<file path="src/rtl/can_phy_pkg.sv">
package can_phy_pkg;
    typedef enum logic [1:0] {
        MODE_STBY = 2'd0,
        MODE_WAKE = 2'd1,
        MODE_NORM = 2'd2
    } phy_mode_e;
endpackage

</file>
<file path="src/rtl/can_phy_sync.sv">
module can_phy_sync #(
    parameter int               WIDTH   = 1,
    parameter logic [WIDTH-1:0] RST_VAL = '0
) (
    input  logic             clk,
    input  logic             rst_n,
    input  logic [WIDTH-1:0] d_i,
    output logic [WIDTH-1:0] q_o
);
    typedef struct packed {
        logic [WIDTH-1:0] s1;
        logic [WIDTH-1:0] s2;
    } sync_t;

    sync_t st_d, st_q;

    always_comb begin
        st_d.s1 = d_i;
        st_d.s2 = st_q.s1;
    end

    always_ff @(posedge clk or negedge rst_n) begin
        if (!rst_n) st_q <= '{s1: RST_VAL, s2: RST_VAL};
        else        st_q <= st_d;
    end

    assign q_o = st_q.s2;
endmodule

</file>
<file path="src/rtl/can_phy_wake_flt.sv">
module can_phy_wake_flt #(
    parameter int FLT_CYC = 40
) (
    input  logic clk,
    input  logic rst_n,
    input  logic dom_i,
    output logic flt_o
);
    localparam int CW = $clog2(FLT_CYC + 1);
    localparam logic [CW-1:0] LAST = CW'(FLT_CYC - 1);

    typedef struct packed {
        logic [CW-1:0] cnt;
        logic          flt;
    } flt_t;

    flt_t st_d, st_q;

    always_comb begin
        st_d = st_q;
        if (dom_i) begin
            if (st_q.cnt != LAST) st_d.cnt = st_q.cnt + CW'(1);
            st_d.flt = (st_q.cnt == LAST);
        end else begin
            st_d = '0;
        end
    end

    always_ff @(posedge clk or negedge rst_n) begin
        if (!rst_n) st_q <= '0;
        else        st_q <= st_d;
    end

    assign flt_o = st_q.flt;


    flt_needs_dom_chk: assert property (@(posedge clk) disable iff (!rst_n)
        $rose(st_q.flt) |-> $past(dom_i));

    flt_drop_chk: assert property (@(posedge clk) disable iff (!rst_n)
        !dom_i |=> !st_q.flt);
endmodule

</file>
<file path="src/rtl/can_phy_stuck_tmr.sv">
module can_phy_stuck_tmr #(
    parameter int STUCK_CYC = 50000,
    parameter int REC_CYC   = 4,
    parameter bit QUICK_REL = 1'b1
) (
    input  logic clk,
    input  logic rst_n,
    input  logic en_i,
    input  logic mon_i,
    output logic stuck_o
);
    localparam int DW = $clog2(STUCK_CYC + 1);
    localparam int RW = $clog2(REC_CYC + 1);
    localparam logic [DW-1:0] D_LAST = DW'(STUCK_CYC - 1);
    localparam logic [RW-1:0] R_LAST = RW'(REC_CYC - 1);

    typedef struct packed {
        logic [DW-1:0] dcnt;
        logic [RW-1:0] rcnt;
        logic          stuck;
    } tmr_t;

    tmr_t st_d, st_q;
    logic rel_now;

    generate
        if (QUICK_REL) begin : g_quick
            assign rel_now = st_q.stuck;
        end else begin : g_slow
            assign rel_now = 1'b0;
        end
    endgenerate

    always_comb begin
        st_d = st_q;
        if (!en_i) begin
            st_d = '0;
        end else if (mon_i) begin
            st_d.rcnt = '0;
            if (st_q.dcnt != D_LAST) st_d.dcnt = st_q.dcnt + DW'(1);
            else                     st_d.stuck = 1'b1;
        end else begin
            if (st_q.rcnt != R_LAST) st_d.rcnt = st_q.rcnt + RW'(1);
            if (rel_now || st_q.rcnt == R_LAST) begin
                st_d.dcnt  = '0;
                st_d.stuck = 1'b0;
            end
        end
    end

    always_ff @(posedge clk or negedge rst_n) begin
        if (!rst_n) st_q <= '0;
        else        st_q <= st_d;
    end

    assign stuck_o = st_q.stuck;


    stuck_rise_chk: assert property (@(posedge clk) disable iff (!rst_n)
        $rose(st_q.stuck) |-> $past(en_i && mon_i));

    stuck_off_chk: assert property (@(posedge clk) disable iff (!rst_n)
        !en_i |=> !st_q.stuck);
endmodule

</file>
<file path="src/rtl/can_phy_mode_ctrl.sv">
module can_phy_mode_ctrl
    import can_phy_pkg::*;
#(
    parameter int WAKE_FLT_CYC = 40,
    parameter int NORM_DLY_CYC = 1000,
    parameter int STUCK_CYC    = 50000,
    parameter int REC_CYC      = 4
) (
    input  logic clk,
    input  logic rst_n,
    input  logic txd_i,
    input  logic stby_i,
    input  logic bus_dom_i,
    input  logic uv_i,
    output logic drv_en_o,
    output logic drv_dom_o,
    output logic rxd_o
);
    localparam int NW   = $clog2(NORM_DLY_CYC);
    localparam int NLIM = NORM_DLY_CYC - 3;

    typedef struct packed {
        phy_mode_e     mode;
        logic [NW-1:0] cnt;
    } fsm_t;

    fsm_t st_d, st_q;
    logic [2:0] in_s;
    logic tx_s, stby_s, dom_s;
    logic wake_flt, tx_stuck, bus_stuck, is_norm;

    can_phy_sync #(.WIDTH(3), .RST_VAL(3'b011)) u_sync (
        .clk(clk), .rst_n(rst_n),
        .d_i({bus_dom_i, stby_i, txd_i}), .q_o(in_s)
    );
    assign tx_s   = in_s[0];
    assign stby_s = in_s[1];
    assign dom_s  = in_s[2];

    can_phy_wake_flt #(.FLT_CYC(WAKE_FLT_CYC)) u_wake (
        .clk(clk), .rst_n(rst_n), .dom_i(dom_s), .flt_o(wake_flt)
    );

    can_phy_stuck_tmr #(.STUCK_CYC(STUCK_CYC), .REC_CYC(REC_CYC), .QUICK_REL(1'b1)) u_tx_tmr (
        .clk(clk), .rst_n(rst_n), .en_i(is_norm), .mon_i(!tx_s), .stuck_o(tx_stuck)
    );

    can_phy_stuck_tmr #(.STUCK_CYC(STUCK_CYC), .REC_CYC(REC_CYC), .QUICK_REL(1'b0)) u_bus_tmr (
        .clk(clk), .rst_n(rst_n), .en_i(!is_norm), .mon_i(dom_s), .stuck_o(bus_stuck)
    );

    assign is_norm = (st_q.mode == MODE_NORM);

    always_comb begin
        st_d = st_q;
        case (st_q.mode)
            MODE_STBY: begin
                st_d.cnt = '0;
                if (!stby_s) st_d.mode = MODE_WAKE;
            end
            MODE_WAKE: begin
                if (stby_s) begin
                    st_d.mode = MODE_STBY;
                    st_d.cnt  = '0;
                end else if (st_q.cnt == NW'(NLIM - 1)) begin
                    st_d.mode = MODE_NORM;
                    st_d.cnt  = '0;
                end else begin
                    st_d.cnt = st_q.cnt + NW'(1);
                end
            end
            MODE_NORM: begin
                if (stby_s) st_d.mode = MODE_STBY;
            end
            default: st_d = '{mode: MODE_STBY, cnt: '0};
        endcase
    end

    always_ff @(posedge clk or negedge rst_n) begin
        if (!rst_n) st_q <= '{mode: MODE_STBY, cnt: '0};
        else        st_q <= st_d;
    end

    always_comb begin
        drv_en_o  = is_norm && !uv_i && !tx_stuck;
        drv_dom_o = drv_en_o && !tx_s;
        if (uv_i)         rxd_o = 1'b1;
        else if (is_norm) rxd_o = !dom_s;
        else              rxd_o = !(wake_flt && !bus_stuck);
    end


    dom_needs_en_chk: assert property (@(posedge clk) disable iff (!rst_n)
        drv_dom_o |-> drv_en_o);

    uv_quiet_chk: assert property (@(posedge clk) disable iff (!rst_n)
        uv_i |-> (!drv_en_o && !drv_dom_o && rxd_o));

    stby_drv_off_chk: assert property (@(posedge clk) disable iff (!rst_n)
        (st_q.mode != MODE_NORM) |-> !drv_en_o);

    norm_via_wake_chk: assert property (@(posedge clk) disable iff (!rst_n)
        (st_q.mode == MODE_NORM && $past(st_q.mode) != MODE_NORM) |-> $past(st_q.mode) == MODE_WAKE);
endmodule

</file>
<file path="config.mk">
export PLATFORM = sky130hd
export DESIGN_NAME = can_phy_mode_ctrl
export DESIGN_NICKNAME = d
export VERILOG_FILES = /design/src/rtl/can_phy_pkg.sv /design/src/rtl/can_phy_sync.sv /design/src/rtl/can_phy_wake_flt.sv /design/src/rtl/can_phy_stuck_tmr.sv /design/src/rtl/can_phy_mode_ctrl.sv
export SDC_FILE = /design/constraint.sdc
export NUM_CORES = 1
export LEC_CHECK = 0
export BUFFER_PORTS_ARGS = -buffer_cell sky130_fd_sc_hd__buf_2
export CORE_MARGIN = 5
export CORE_UTILIZATION = 46
export DETAILED_ROUTE_END_ITERATION = 6
export SYNTH_ARGS = -nofsm -noshare
export SYNTH_HDL_FRONTEND = slang
export SYNTH_SLANG_ARGS = --single-unit
</file>
<file path="constraint.sdc">
create_clock -name clk -period 2.8 [get_ports clk]
set_input_delay 0.14 -clock clk [delete_from_list [all_inputs] [get_ports clk]]
set_output_delay 0.14 -clock clk [all_outputs]
set_load 0.005 [all_outputs]
</file>
=== Yosys cells after proc, flatten, opt, wreduce, memory -nomap -nowiden ===
Cells that the tools add are included.

* Reduce and logical (&&, ||, !) cells: 19
* $add $sub $neg: 6
* Muxes and demuxes: 25
* Equal/unequal tests: 21

{| class="wikitable"
|+ Operators by type and width
! kind !! count
|-
| two-way mux 20 bit || 4
|-
| two-way mux 16 bit || 4
|-
| adder 16 x 1 -> 16 bit, second input constant || 2
|-
| != test 16 bit, second input constant || 2
|-
| one-hot mux 10 bit (2 select lines) || 1
|-
| != test 3 x 2 -> 1 bit, second input constant || 6
|-
| two-way mux 12 bit || 1
|-
| adder 10 x 1 -> 10 bit, second input constant || 1
|-
| == test 10 bit, second input constant || 1
|-
| two-way mux 10 bit || 1
|-
| AND reduction 2 bit || 4
|-
| two-way mux 7 bit || 1
|-
| adder 3 x 1 -> 3 bit, second input constant || 2
|-
| adder 6 x 1 -> 6 bit, second input constant || 1
|-
| == test 3 x 2 -> 1 bit, second input constant || 2
|-
| == test 6 bit, second input constant || 1
|-
| logical NOT 1 bit || 6
|-
| two-way mux 1 bit || 6
|-
| two-way mux 2 bit || 3
|-
| two-way mux 3 bit || 2
|-
| two-way mux 6 bit || 1
|-
| != test 3 bit, second input constant || 2
|-
| != test 6 bit, second input constant || 1
|-
| one-hot mux 2 bit (3 select lines) || 1
|-
| other kinds (10) || 15
|}

* Bits of input ports: 6
* Word-level logic and storage cells: 83
* Output and inout bits: 3
* Bits in registers: 65

=== Longest topological paths before layout ===
Gate-level depths: netlist of the first run.

* Word-level depth: 5
* Gate-level depth with buffers: 7
* Mapped depth without buffers: 6

=== Hierarchy ===
Synthesis of the first run repeated with hierarchy kept, for this count alone.

* Cell total of the unflattened synthesis: 343
* Area, all modules: 3410.8 µm²

{| class="wikitable"
|+ Modules (own cells, without submodules)
! module !! cells each !! instances !! area each (µm²) !! seq. area each (µm²)
|-
| can_phy_stuck_tmr at u_bus_tmr || 119 || 1 || 1143.6 || 500.5
|-
| can_phy_stuck_tmr at u_tx_tmr || 115 || 1 || 1093.5 || 500.5
|-
| can_phy_mode_ctrl || 72 || 1 || 685.7 || 300.3
|-
| can_phy_wake_flt || 31 || 1 || 332.8 || 175.2
|-
| can_phy_sync || 6 || 1 || 155.1 || 155.1
|}

=== Worst setup path before layout of the first run ===
OpenSTA, ideal clock, no wires.

* Path kind: register -> register
* From: register u_bus_tmr.st_q[1] in the netlist's numbering
* To: register u_bus_tmr.st_q[19] in the netlist's numbering
* Cell stages (with the launch flop): 8
* Path slack: 899 ps
* Required time: 2664 ps
* Clock period less this slack: 1901 ps
* Buffers on the path: 1
* Arrival: 1764 ps
* Setup time: 136 ps
* Cell sequence: dfrtp_1 ha_1 ha_1 buf_2 or2_2 o211ai_1 or4b_1 a21oi_1

* Longest elaborated chain between the ends: 3

{| class="wikitable"
|+ RTL lines
! element !! RTL line !! RTL
|-
| start: declaration || can_phy_stuck_tmr.sv:23 || <nowiki>tmr_t st_d, st_q;</nowiki>
|-
| start signal: assignment || can_phy_stuck_tmr.sv:53 || <nowiki>else st_q <= st_d;</nowiki>
|-
| == test 3 x 2 -> 1 bit || can_phy_stuck_tmr.sv:44 || <nowiki>if (rel_now || st_q.rcnt == R_LAST) begin</nowiki>
|-
| nonzero test 3 bit (no source line) || n/a ||
|-
| AND reduction 2 bit (no source line) || n/a ||
|}

Every way passes these cells.
A chain may end at the register's enable or synchronous reset.

=== Final worst setup path of the first run ===
* From: register u_bus_tmr.st_q[1] in the netlist's numbering
* To: register u_bus_tmr.st_q[17] in the netlist's numbering

Same word-level chain as after synthesis.

==> results of run 1 <==
-- flip-flops by register name, indices dropped and copies added, names as in the netlist --
name and count:
u_wake.st_q 6, u_sync.q_o 3, u_sync.st_d 3, u_bus_tmr.stuck_o 1
u_tx_tmr.stuck_o 1, u_wake.flt_o 1, st_q 12, u_tx_tmr.st_q 19
u_bus_tmr.st_q 19
-- routing by layer --
metal / track usage (%) / vias to the layer above
met2: 26.8 / 28
met3: 4.88 / 2
met4: 5.61 / 0
met5: 0 / -
met1: 24.3 / 1283
li1: - / 1349
-- cells in the mapped netlist (6+ instances only) --
cell / number
dfrtp_1: 61
nand2_1: 24
nor2_1: 24
a21oi_1: 23
nand3_1: 16
o31ai_1: 15
o21ai_0: 13
or4_1: 12
inv_1: 11
ha_1: 9
nand4_1: 9
or3_1: 9
xor2_1: 9
and3_1: 8
nor3_1: 8
clkbuf_1: 7
and4_1: 6
-- worst reg2reg max path: cells and delay by family (launching register included) --
family,cells,cell delay (ns)
compound gates,3,0.87
fa+ha+maj,2,0.48
flops,1,0.39
simple gates,1,0.32
-- worst min path at each step --
| stage | to | slack, ns |
|---|---|---|
| floorplan | st_q[0] | -0.16 |
| CTS | u_sync.q_o[2] | 0.35 |
| global route | u_sync.q_o[2] | 0.36 |
| finish | u_sync.q_o[2] | 0.35 |
| detailed placement | u_sync.st_d[1] | 0.25 |
| global placement | u_sync.st_d[0] | 0.25 |
-- per-stage QoR --
step	hold slack (ns)	setup WS [ns]	std cells	power, W
2_1_floorplan	-0.156	0.899	346	0.00115
3_3_place_gp	0.246	0.717	447	0.00121
3_5_place_dp	0.247	0.659	447	0.00121
4_1_cts	0.353	0.635	466	0.00200
5_1_grt	0.357	0.360	466	0.00209
6_report	0.347	0.649	466	0.00197
-- layout make-up --
class	instances	area (um2)
Tap cell	99	124
Clock buffer	12	145
Inverter	11	41.3
Timing Repair Buffer	18	125
Fill cell	650	3430
Multi-Input combinational cell	258	1710
Sequential cell	65	1630
Clock inverter	3	42.5
-- where the power goes --
part	total, W	internal (W)	switching (W)	leakage (nW)
combinational	0.000157	0.0000680	0.0000890	0.616
sequential	0.00104	0.000988	0.0000506	0.875
clock	0.000772	0.000430	0.000342	0.0925
total	0.00197	0.00149	0.000481	1.58
-- cells by family (layout without fill, tap and decap cells) --
kind of cell	count (synthesis)	in the layout	synth area share (%)
DFF	65	65	47.5
and+or+nand+nor	152	152	26.7
buffers and inverters	23	44	2.66
xor gates and xnor gates	11	11	2.81
muxes	5	5	1.46
adders and majority gates	9	9	3.28
AOI/OAI and AO/OA	81	81	15.6
==> metrics.md, run 1 <==
| Metric | Value |
|---|---|
| Status | finished clean |
| Clock period minus worst slack | approximately 2.2 ns |
| Routed WL per cell | 15.0 um |
| Critical path arrival | approximately 2.4 ns |
| CP max stage cell | o211ai_1 |
| R2r endpoint | u_bus_tmr.st_q[17] |
| Clock tree sinks | 65 |
| DRC viols | 0 |
| Worst reg2reg path depth | 6 |
| Vias in the first global route | ~2600 |
| Worst Setup SP | u_bus_tmr.st_q[1] |
| Leading area contributor after synthesis | dfrtp_1 |
| Required time of the critical path | 3.05 ns |
| CTS root buffer | clkbuf_8 |
| VDD IR max | 0.000349 V |
| Top routing layer used | met4 |
| Flop2flop setup slack | about 0.65 ns |
| Pleak | 1.58 nW |
| Critical path's top delay family | compound AO/OA/AOI/OAI gates |
| Layout cell share with drive strength beyond 1 | 10.4% |
| Setup Buffers After CTS | 0 |
| CTS tree | done |
| Hold_buf cts | 4 |
| Post-DP Area | 3590 um2 |
| Clk buf depth | 2 |
| First-pass GRT wire length | 12500 um |
| GRT overflow | 0 |
| Critical Path Most Common Cell | ha_1 |
| CP endpoint kind | flip-flop |
| WP buf/inv | 0 |
| Htree depth | 3 |
| Unrepaired setup endpoints after global routing | false |
| Critical path class | reg2reg |
| CP max FO | 9 |
| Worst Setup Start Kind | flip-flop |
| DRT antenna net count | 0 |
| CP cell instances | ha_1 > ha_1 > or2_2 > o211ai_1 > o21ai_0 > a21oi_1 |
| I/O pin total | 9 |
| Design Area, Final | 3820 um2 |
| Synth Register Bits | 65 |
| Gate Count Post-Synth | 346 |
| Die H | ~96 um |
| EDFF count, synth | 0 |
| Slew headroom | between 30% and 40% |
| TritonCTS Buffers | 9 |
| Slew at the pin with the worst max-slew slack | 0.988 ns |
| NumNets Final | 378 |
| Initial antenna violation count | 0 |
| Area of the mapped netlist | approximately 3400 um2 |
| Initial core utilization | 47.3% |
| Largest net degree at the start of global routing | 44 |
| Max-slew violations | 0 |
| PD cells | 515 nW/um2 |
| Core Util, Final | 52.6% |
| Max cap viols | 0 |
| Worst-Skew Late Latency | between 0.3 and 0.4 ns |
| Syn nets | 361 |
| I/O Buffers | 8 |
| WL final | 6970 um |
| Die Wd | just under 100 um |
| Final Cycle Share | 76.8% |
| Sequential-to-total area share from yosys stat | 47.5% |
| Hold Crit Depth | 0 |
| GP Congestion | between 0.7 and 0.8 |
| Final hold vios | 0 |
| Synth warn | 0 |
| Netlist cell types | 50 |
| Hold Path Class | reg2reg |
| Synth top area share | 44.5% |
| Skew final | 0.00898 ns |
| Total number of vias | approximately 2700 |
| Min-delay src | u_sync.st_d[2] |
| Max stage delay on crit path | roughly 0.52 ns |
| Setup TNS | 0 ns |
| Wire length on met3 | 183 um |
| Synth top area cells | dfrtp_1, a21oi_1, ha_1, o31ai_1, dfstp_2 |
| Total GRT Usage | about 18% |
| Async SR Flop Fraction | 100% |
| Commonest non-fill, non-tap cell in the layout | dfrtp_1 |
| Area grow syn2layout | 11.3% |
| Met2 wire len | 3330 um |
| Critical path depth | 6 |
| DRT iter0 DRCs | 104 |
| Dpl hpwl | 4790 um |
| Reg clk slew, reported paths | 0.07 ns |
| Diodes inserted | 0 |
| WL met1 | around 3400 um |
| Dominant synthesized flop cell | dfrtp_1 |
| Die Footprint | 9290 um2 |
| Setup Viol. Count Final | 0 |
| Most frequent cells in the layout | dfrtp_1, nand2_1, nor2_1 |
| Post-cts resize count | 0 |
| Via-per-instance ratio | 5.71 |
| Reg2reg start | u_bus_tmr.st_q[1] |
| Core Rows | 31 |
| CP endpoint | u_bus_tmr.st_q[17] |
| Core Region | 7250 um2 |
| Detailed Routing Iterations Pass 1 | 4 |
| Avg Inst Size Synth | roughly 9.9 um2 |
| FMAX | 465 MHz |
Note: power is estimated with default switching activity, not from simulation.
==> run 2: changes to the inputs <==
clock period = 1.7 ns   (was 2.8 ns; I/O delays follow)
==> metrics.md, run 2 (synthesis gave the netlist of run 1 again) <==
| Metric | Value |
|---|---|
| I/O Buffers | 8 |
| Top flop regs | u_bus_tmr.st_q x19, u_tx_tmr.st_q x19, st_q x12 |
| Dpl hpwl | 5250 um |
| Commonest non-fill, non-tap cell in the layout | buf_4 |
| R2r endpoint | u_tx_tmr.st_q[16] |
| Unrepaired setup endpoints after global routing | true |
| DRT iter0 DRCs | 122 |
| Die Wd | about 96 um |
| Worst Setup Start Kind | flip-flop |
| Layout cell share with drive strength beyond 1 | 31.3% |
| Post-Layout Cell Count | 527 |
| Core Util, Final | a little over three fifths |
| Detailed Routing Iterations Pass 1 | 4 |
| Reg clk slew, reported paths | 0.08 ns |
| Largest net degree at the start of global routing | between 60 and 70 |
| Clock period minus worst slack | between 1.5 and 2 ns |
| Slew headroom | approximately 70% |
| Die Footprint | 9290 um2 |
| WL final | 7730 um |
| Flop2flop setup slack | -0.08 ns |
| GP Congestion | 0.825 |
| Placed insts | 500 |
| Switch share | about a quarter |
| PD cells | between 800 and 900 nW/um2 |
| Total number of vias | 2961 |
| Routed WL per cell | 14.7 um |
| Failing checks | setup timing |
| Max cap viols | 0 |
| Max-slew violations | 0 |
| Hold Path Class | in2async |
| Sequential share of power | 45.9% |
| Sw Pwr | 0.000908 W |
| Core Region | just over 7000 um2 |
| Critical Path Most Common Cell | ha_4 |
| Most frequent cells in the layout | buf_4, dfrtp_1, nand2_1 |
| WP buf/inv | 1 |
| Status | finished with violations |
| Setup slack after layout | -0.0809 ns |
| Htree depth | 3 |
| CP endpoint kind | flip-flop |
| Initial antenna violation count | 0 |
| Critical path's top delay family | simple AND/OR/NAND/NOR gates |
| Clock tree sinks | 65 |
| Required time of the critical path | 1.98 ns |
| Final hold vios | 0 |
| Worst Setup SP | u_tx_tmr.st_q[1] |
| DRT antenna net count | 0 |
| Skew final | 0.0151 ns |
| Reg2reg start | u_tx_tmr.st_q[1] |
| Area grow syn2layout | 32.3% |
| Die H | 96.4 um |
| Fill cells | 606 |
| Total GRT Usage | 18.1% |
| Final Cycle Share | 105% |
| FMAX | approximately 560 MHz |
| Slew at the pin with the worst max-slew slack | 0.418 ns |
| CP max FO | 6 |
| CTS tree | done |
| Initial core utilization | 47.3% |
| Int Pwr | around 0.0028 W |
| CTS root buffer | clkbuf_8 |
| I/O pin total | 9 |
| DRC viols | 0 |
| Post-DP Area | between 4000 and 5000 um2 |
| Max stage delay on crit path | 0.50 ns |
| NumNets Final | 438 |
| First-pass GRT wire length | ~13000 um |
| Setup Viol. Count Final | 7 |
| Critical path arrival | 2.06 ns |
| Core Rows | 31 |
| Critical path class | reg2reg |
| Via-per-instance ratio | 5.62 |
| VDD IR max | between 0.0005 and 0.0006 V |
| Worst reg2reg path depth | 7 |
| Pleak | 1.92 nW |
| Worst-Skew Late Latency | 0.35 ns |
| Clock power share | 44.5% |
| Comb pwr share | 9.6% |
| Design Area, Final | 4540 um2 |
| CP max stage cell | or4_1 |
| Clk buf depth | 2 |
| Diodes inserted | 0 |
| GRT overflow | 0 |
| CP cell instances | ha_4 > ha_4 > or2_4 > o211ai_1 > buf_4 > or4_1 > a21oi_1 |
| TritonCTS Buffers | 9 |
| Vias in the first global route | 2756 |
-- run 2: worst max-delay path by stage --
stage               cells after the start                  to  slack (ns)
floorplan                               7  u_bus_tmr.st_q[19]       -0.09
global placement                        6   u_tx_tmr.st_q[18]       -0.14
detailed placement                      6   u_tx_tmr.st_q[16]       -0.15
CTS                                     6    u_tx_tmr.st_q[5]       -0.09
global route                            7   u_tx_tmr.st_q[16]       -0.13
finish                                  7   u_tx_tmr.st_q[16]       -0.08
-- run 2: area by class of cell --
| type | instances | area [um2] | area share, % |
|---|---|---|---|
| Multi-Input combinational cell | 258 | 1890 | 41.6 |
| Sequential cell | 65 | 1640 | 36.0 |
| Timing Repair Buffer | 78 | 599 | 13.2 |
| Clock buffer | 10 | 138 | 3.03 |
| Tap cell | 99 | 124 | 2.73 |
| Clock inverter | 6 | 115 | 2.54 |
| Inverter | 11 | 41.3 | 0.909 |
-- run 2: timing repair --
| item | in CTS | in global routing |
|---|---|---|
| hold buffers | 4 | 0 |
| gates resized for setup | 6 | 38 |
| pin swaps | 6 | 28 |
| endpoints found under the setup margin | 22 | 39 |
| gates cloned | 0 | 1 |
| setup buffers | 1 | 5 |
| hold endpoints to repair | 64 | 0 |
-- run 2: power by group through the flow --
stage	combinational, W	clock (W)	sequential [W]
3_3_place_gp	0.000322	0	0.00172
2_1_floorplan	0.000195	0	0.00172
5_1_grt	0.000409	0.00177	0.00173
3_5_place_dp	0.000325	0	0.00173
4_1_cts	0.000338	0.00170	0.00170
6_report	0.000358	0.00166	0.00171
-- run 2: per-layer routing --
metal,GRT usage [%],vias up,part of all wire [%]
met2,28.2,24,48
met4,8.06,0,2.0
met3,3.02,15,2.0
met1,24.9,1461,48
li1,-,1461,-
met5,0,-,0
-- run 2: worst reg2reg max path: stages, from the launching register on --
cell and delay, ns:
dfrtp_1 0.40, ha_4 0.16, ha_4 0.13, or2_4 0.13, o211ai_1 0.08, buf_4 0.17, or4_1 0.50, a21oi_1 0.13
-- run 2: per-stage QoR --
| stage | TNS [ns] | power (W) | hold WS (ns) | setup WS, ns |
|---|---|---|---|---|
| global placement | -1.13 | 0.00204 | 0.132 | -0.144 |
| global route | -1.38 | 0.00391 | 0.305 | -0.134 |
| detailed placement | -1.61 | 0.00205 | 0.131 | -0.150 |
| CTS | -0.759 | 0.00373 | 0.284 | -0.0934 |
| floorplan | -0.446 | 0.00191 | -0.211 | -0.0937 |
| finish | -0.239 | 0.00373 | 0.249 | -0.0809 |
==> run 3: changes to the inputs <==
MAX_ROUTING_LAYER = met4   (was not set)
==> metrics.md, run 3 (synthesis gave the netlist of run 1 again) <==
| Metric | Value |
|---|---|
| Clock power share | between 40 and 50% |
| Status | finished with violations |
| NumNets Final | approximately 440 |
| PD cells | 822 nW/um2 |
| Die Wd | 96.4 um |
| CP cell instances | ha_4 > ha_4 > or2_4 > o211ai_1 > buf_4 > or4_1 > a21oi_1 |
| GRT overflow | 0 |
| FMAX | roughly 560 MHz |
| Required time of the critical path | 1.98 ns |
| Area grow syn2layout | 32.4% |
| Critical Path Most Common Cell | ha_4 |
| Unrepaired setup endpoints after global routing | true |
| Comb pwr share | 9.6% |
| Initial antenna violation count | 0 |
| CP endpoint kind | flip-flop |
| Final hold vios | 0 |
| Fill cells | 605 |
| DRT antenna net count | 0 |
| Layout cell share with drive strength beyond 1 | 31.3% |
| Failing checks | setup timing |
| Commonest non-fill, non-tap cell in the layout | buf_4 |
| R2r endpoint | u_tx_tmr.st_q[16] |
| I/O pin total | 9 |
| Flop2flop setup slack | -0.08 ns |
| Die H | 96.4 um |
| Multi-input logic area | 1890 um2 |
| Largest net degree at the start of global routing | 66 |
| Slew headroom | a little under three quarters |
| Htree depth | 3 |
| Max stage delay on crit path | ~0.5 ns |
| CTS root buffer | clkbuf_8 |
| Setup Viol. Count Final | 7 |
| WL final | 7700 um |
| DRT iter0 DRCs | 136 |
| Routed WL per cell | around 15 um |
| Clk buf depth | 2 |
| Sequential share of power | a little under half |
| VDD IR max | 0.000569 V |
| CP max stage cell | or4_1 |
| Register area | 1640 um2 |
| Skew final | 0.0148 ns |
| Reg clk slew, reported paths | approximately 0.08 ns |
| CTS tree | done |
| Total GRT Usage | 18.7% |
| Reg2reg start | u_tx_tmr.st_q[1] |
| Critical path arrival | 2.06 ns |
| Switch share | 24.3% |
| Sw Pwr | 0.000908 W |
| DRC viols | 0 |
| Worst-Skew Late Latency | 0.36 ns |
| Int Pwr | approximately 0.0028 W |
| Total number of vias | slightly below 3000 |
| Critical path class | reg2reg |
| Placed insts | 500 |
| Worst reg2reg path depth | 7 |
| Clock tree sinks | 65 |
| Post-Layout Cell Count | 527 |
| First-pass GRT wire length | 12900 um |
| Final Cycle Share | 105% |
| Die Footprint | 9290 um2 |
| Via-per-instance ratio | roughly 5.6 |
| Max-slew violations | 0 |
| Most frequent cells in the layout | buf_4, dfrtp_1, nand2_1 |
| Core Rows | 31 |
| Detailed Routing Iterations Pass 1 | 4 |
| Slew at the pin with the worst max-slew slack | roughly 0.43 ns |
| CP max FO | 6 |
| Top flop regs | u_bus_tmr.st_q x19, u_tx_tmr.st_q x19, st_q x12 |
| GP Congestion | 0.837 |
| Hold Path Class | in2async |
| Dpl hpwl | ~5200 um |
| Pre-CTS setup slack | -0.150 ns |
| Vias in the first global route | 2748 |
| I/O Buffers | 8 |
| Max cap viols | 0 |
| Setup slack after layout | -0.0789 ns |
| TritonCTS Buffers | 9 |
| Initial core utilization | 47.3% |
| Clock period minus worst slack | 1.78 ns |
| Pleak | 1.92 nW |
| Diodes inserted | 0 |
| Core Region | 7250 um2 |
| Worst Setup Start Kind | flip-flop |
-- run 3: cell count changes in the layout (fill, tap and decap cells not counted) --
cell | before | now
buf_4 | 63 | 62
buf_6 | 1 | 2
-- run 3: worst max-delay path: cells and delay by family (launching register included) --
| family | cells | cell delay [ns] |
|---|---|---|
| AO/OA/AOI/OAI | 2 | 0.21 |
| adder cells (fa/ha/maj) | 2 | 0.29 |
| buffers and inverters | 1 | 0.17 |
| flip-flops | 1 | 0.40 |
| AND/OR/NAND/NOR | 2 | 0.63 |
-- run 3: layout make-up --
class / instances / area share [%]
timing repair buffer: 78 / 13.3
tap: 99 / 2.73
multi-input combinational: 258 / 41.5
clock inverter: 6 / 2.53
inverter: 11 / 0.909
sequential: 65 / 36.0
clock buffer: 10 / 3.03
-- run 3: what timing repair did --
item	in CTS	in global routing
hold buffers	4	0
resized for setup	6	39
gates cloned	0	1
setup endpoints to repair	22	39
buffers inserted	1	5
pin swaps	6	28
hold endpoints to repair	64	0
-- run 3: how the worst max path moves through the flow --
stage	from	end	cells after the start
after floorplan	u_bus_tmr.st_q[1]	u_bus_tmr.st_q[19]	7
after global placement	u_tx_tmr.st_q[1]	u_tx_tmr.st_q[18]	6
after detailed placement	u_tx_tmr.st_q[2]	u_tx_tmr.st_q[16]	6
after CTS	u_tx_tmr.st_q[1]	u_tx_tmr.st_q[5]	6
after global routing	u_tx_tmr.st_q[2]	u_tx_tmr.st_q[16]	7
final	u_tx_tmr.st_q[1]	u_tx_tmr.st_q[16]	7
-- run 3: routing by layer --
metal	part of all wire, %	global-route usage, %
met5	0	-
met4	1.8	8.06
met3	2.0	3.25
met1	48	25.0
met2	48	28.2
-- run 3: power groups by stage --
stage / Sequential, W / Clock (W) / Combinational [W]
2_1_floorplan: 0.00172 / 0 / 0.000195
3_3_place_gp: 0.00172 / 0 / 0.000322
3_5_place_dp: 0.00173 / 0 / 0.000325
4_1_cts: 0.00170 / 0.00170 / 0.000338
5_1_grt: 0.00173 / 0.00178 / 0.000409
6_report: 0.00171 / 0.00166 / 0.000358
-- run 3: stage by stage --
stage | hold slack [ns] | area, um2 | power [W] | util, % | TNS [ns]
after CTS | 0.284 | 4370 | 0.00373 | 60.2 | -0.759
after global placement | 0.132 | 4050 | 0.00204 | 55.8 | -1.13
after detailed placement | 0.131 | 4050 | 0.00205 | 55.8 | -1.61
after floorplan | -0.211 | 3480 | 0.00191 | - | -0.446
after global routing | 0.302 | 4540 | 0.00391 | 62.7 | -1.38
final | 0.246 | 4540 | 0.00373 | 62.7 | -0.232
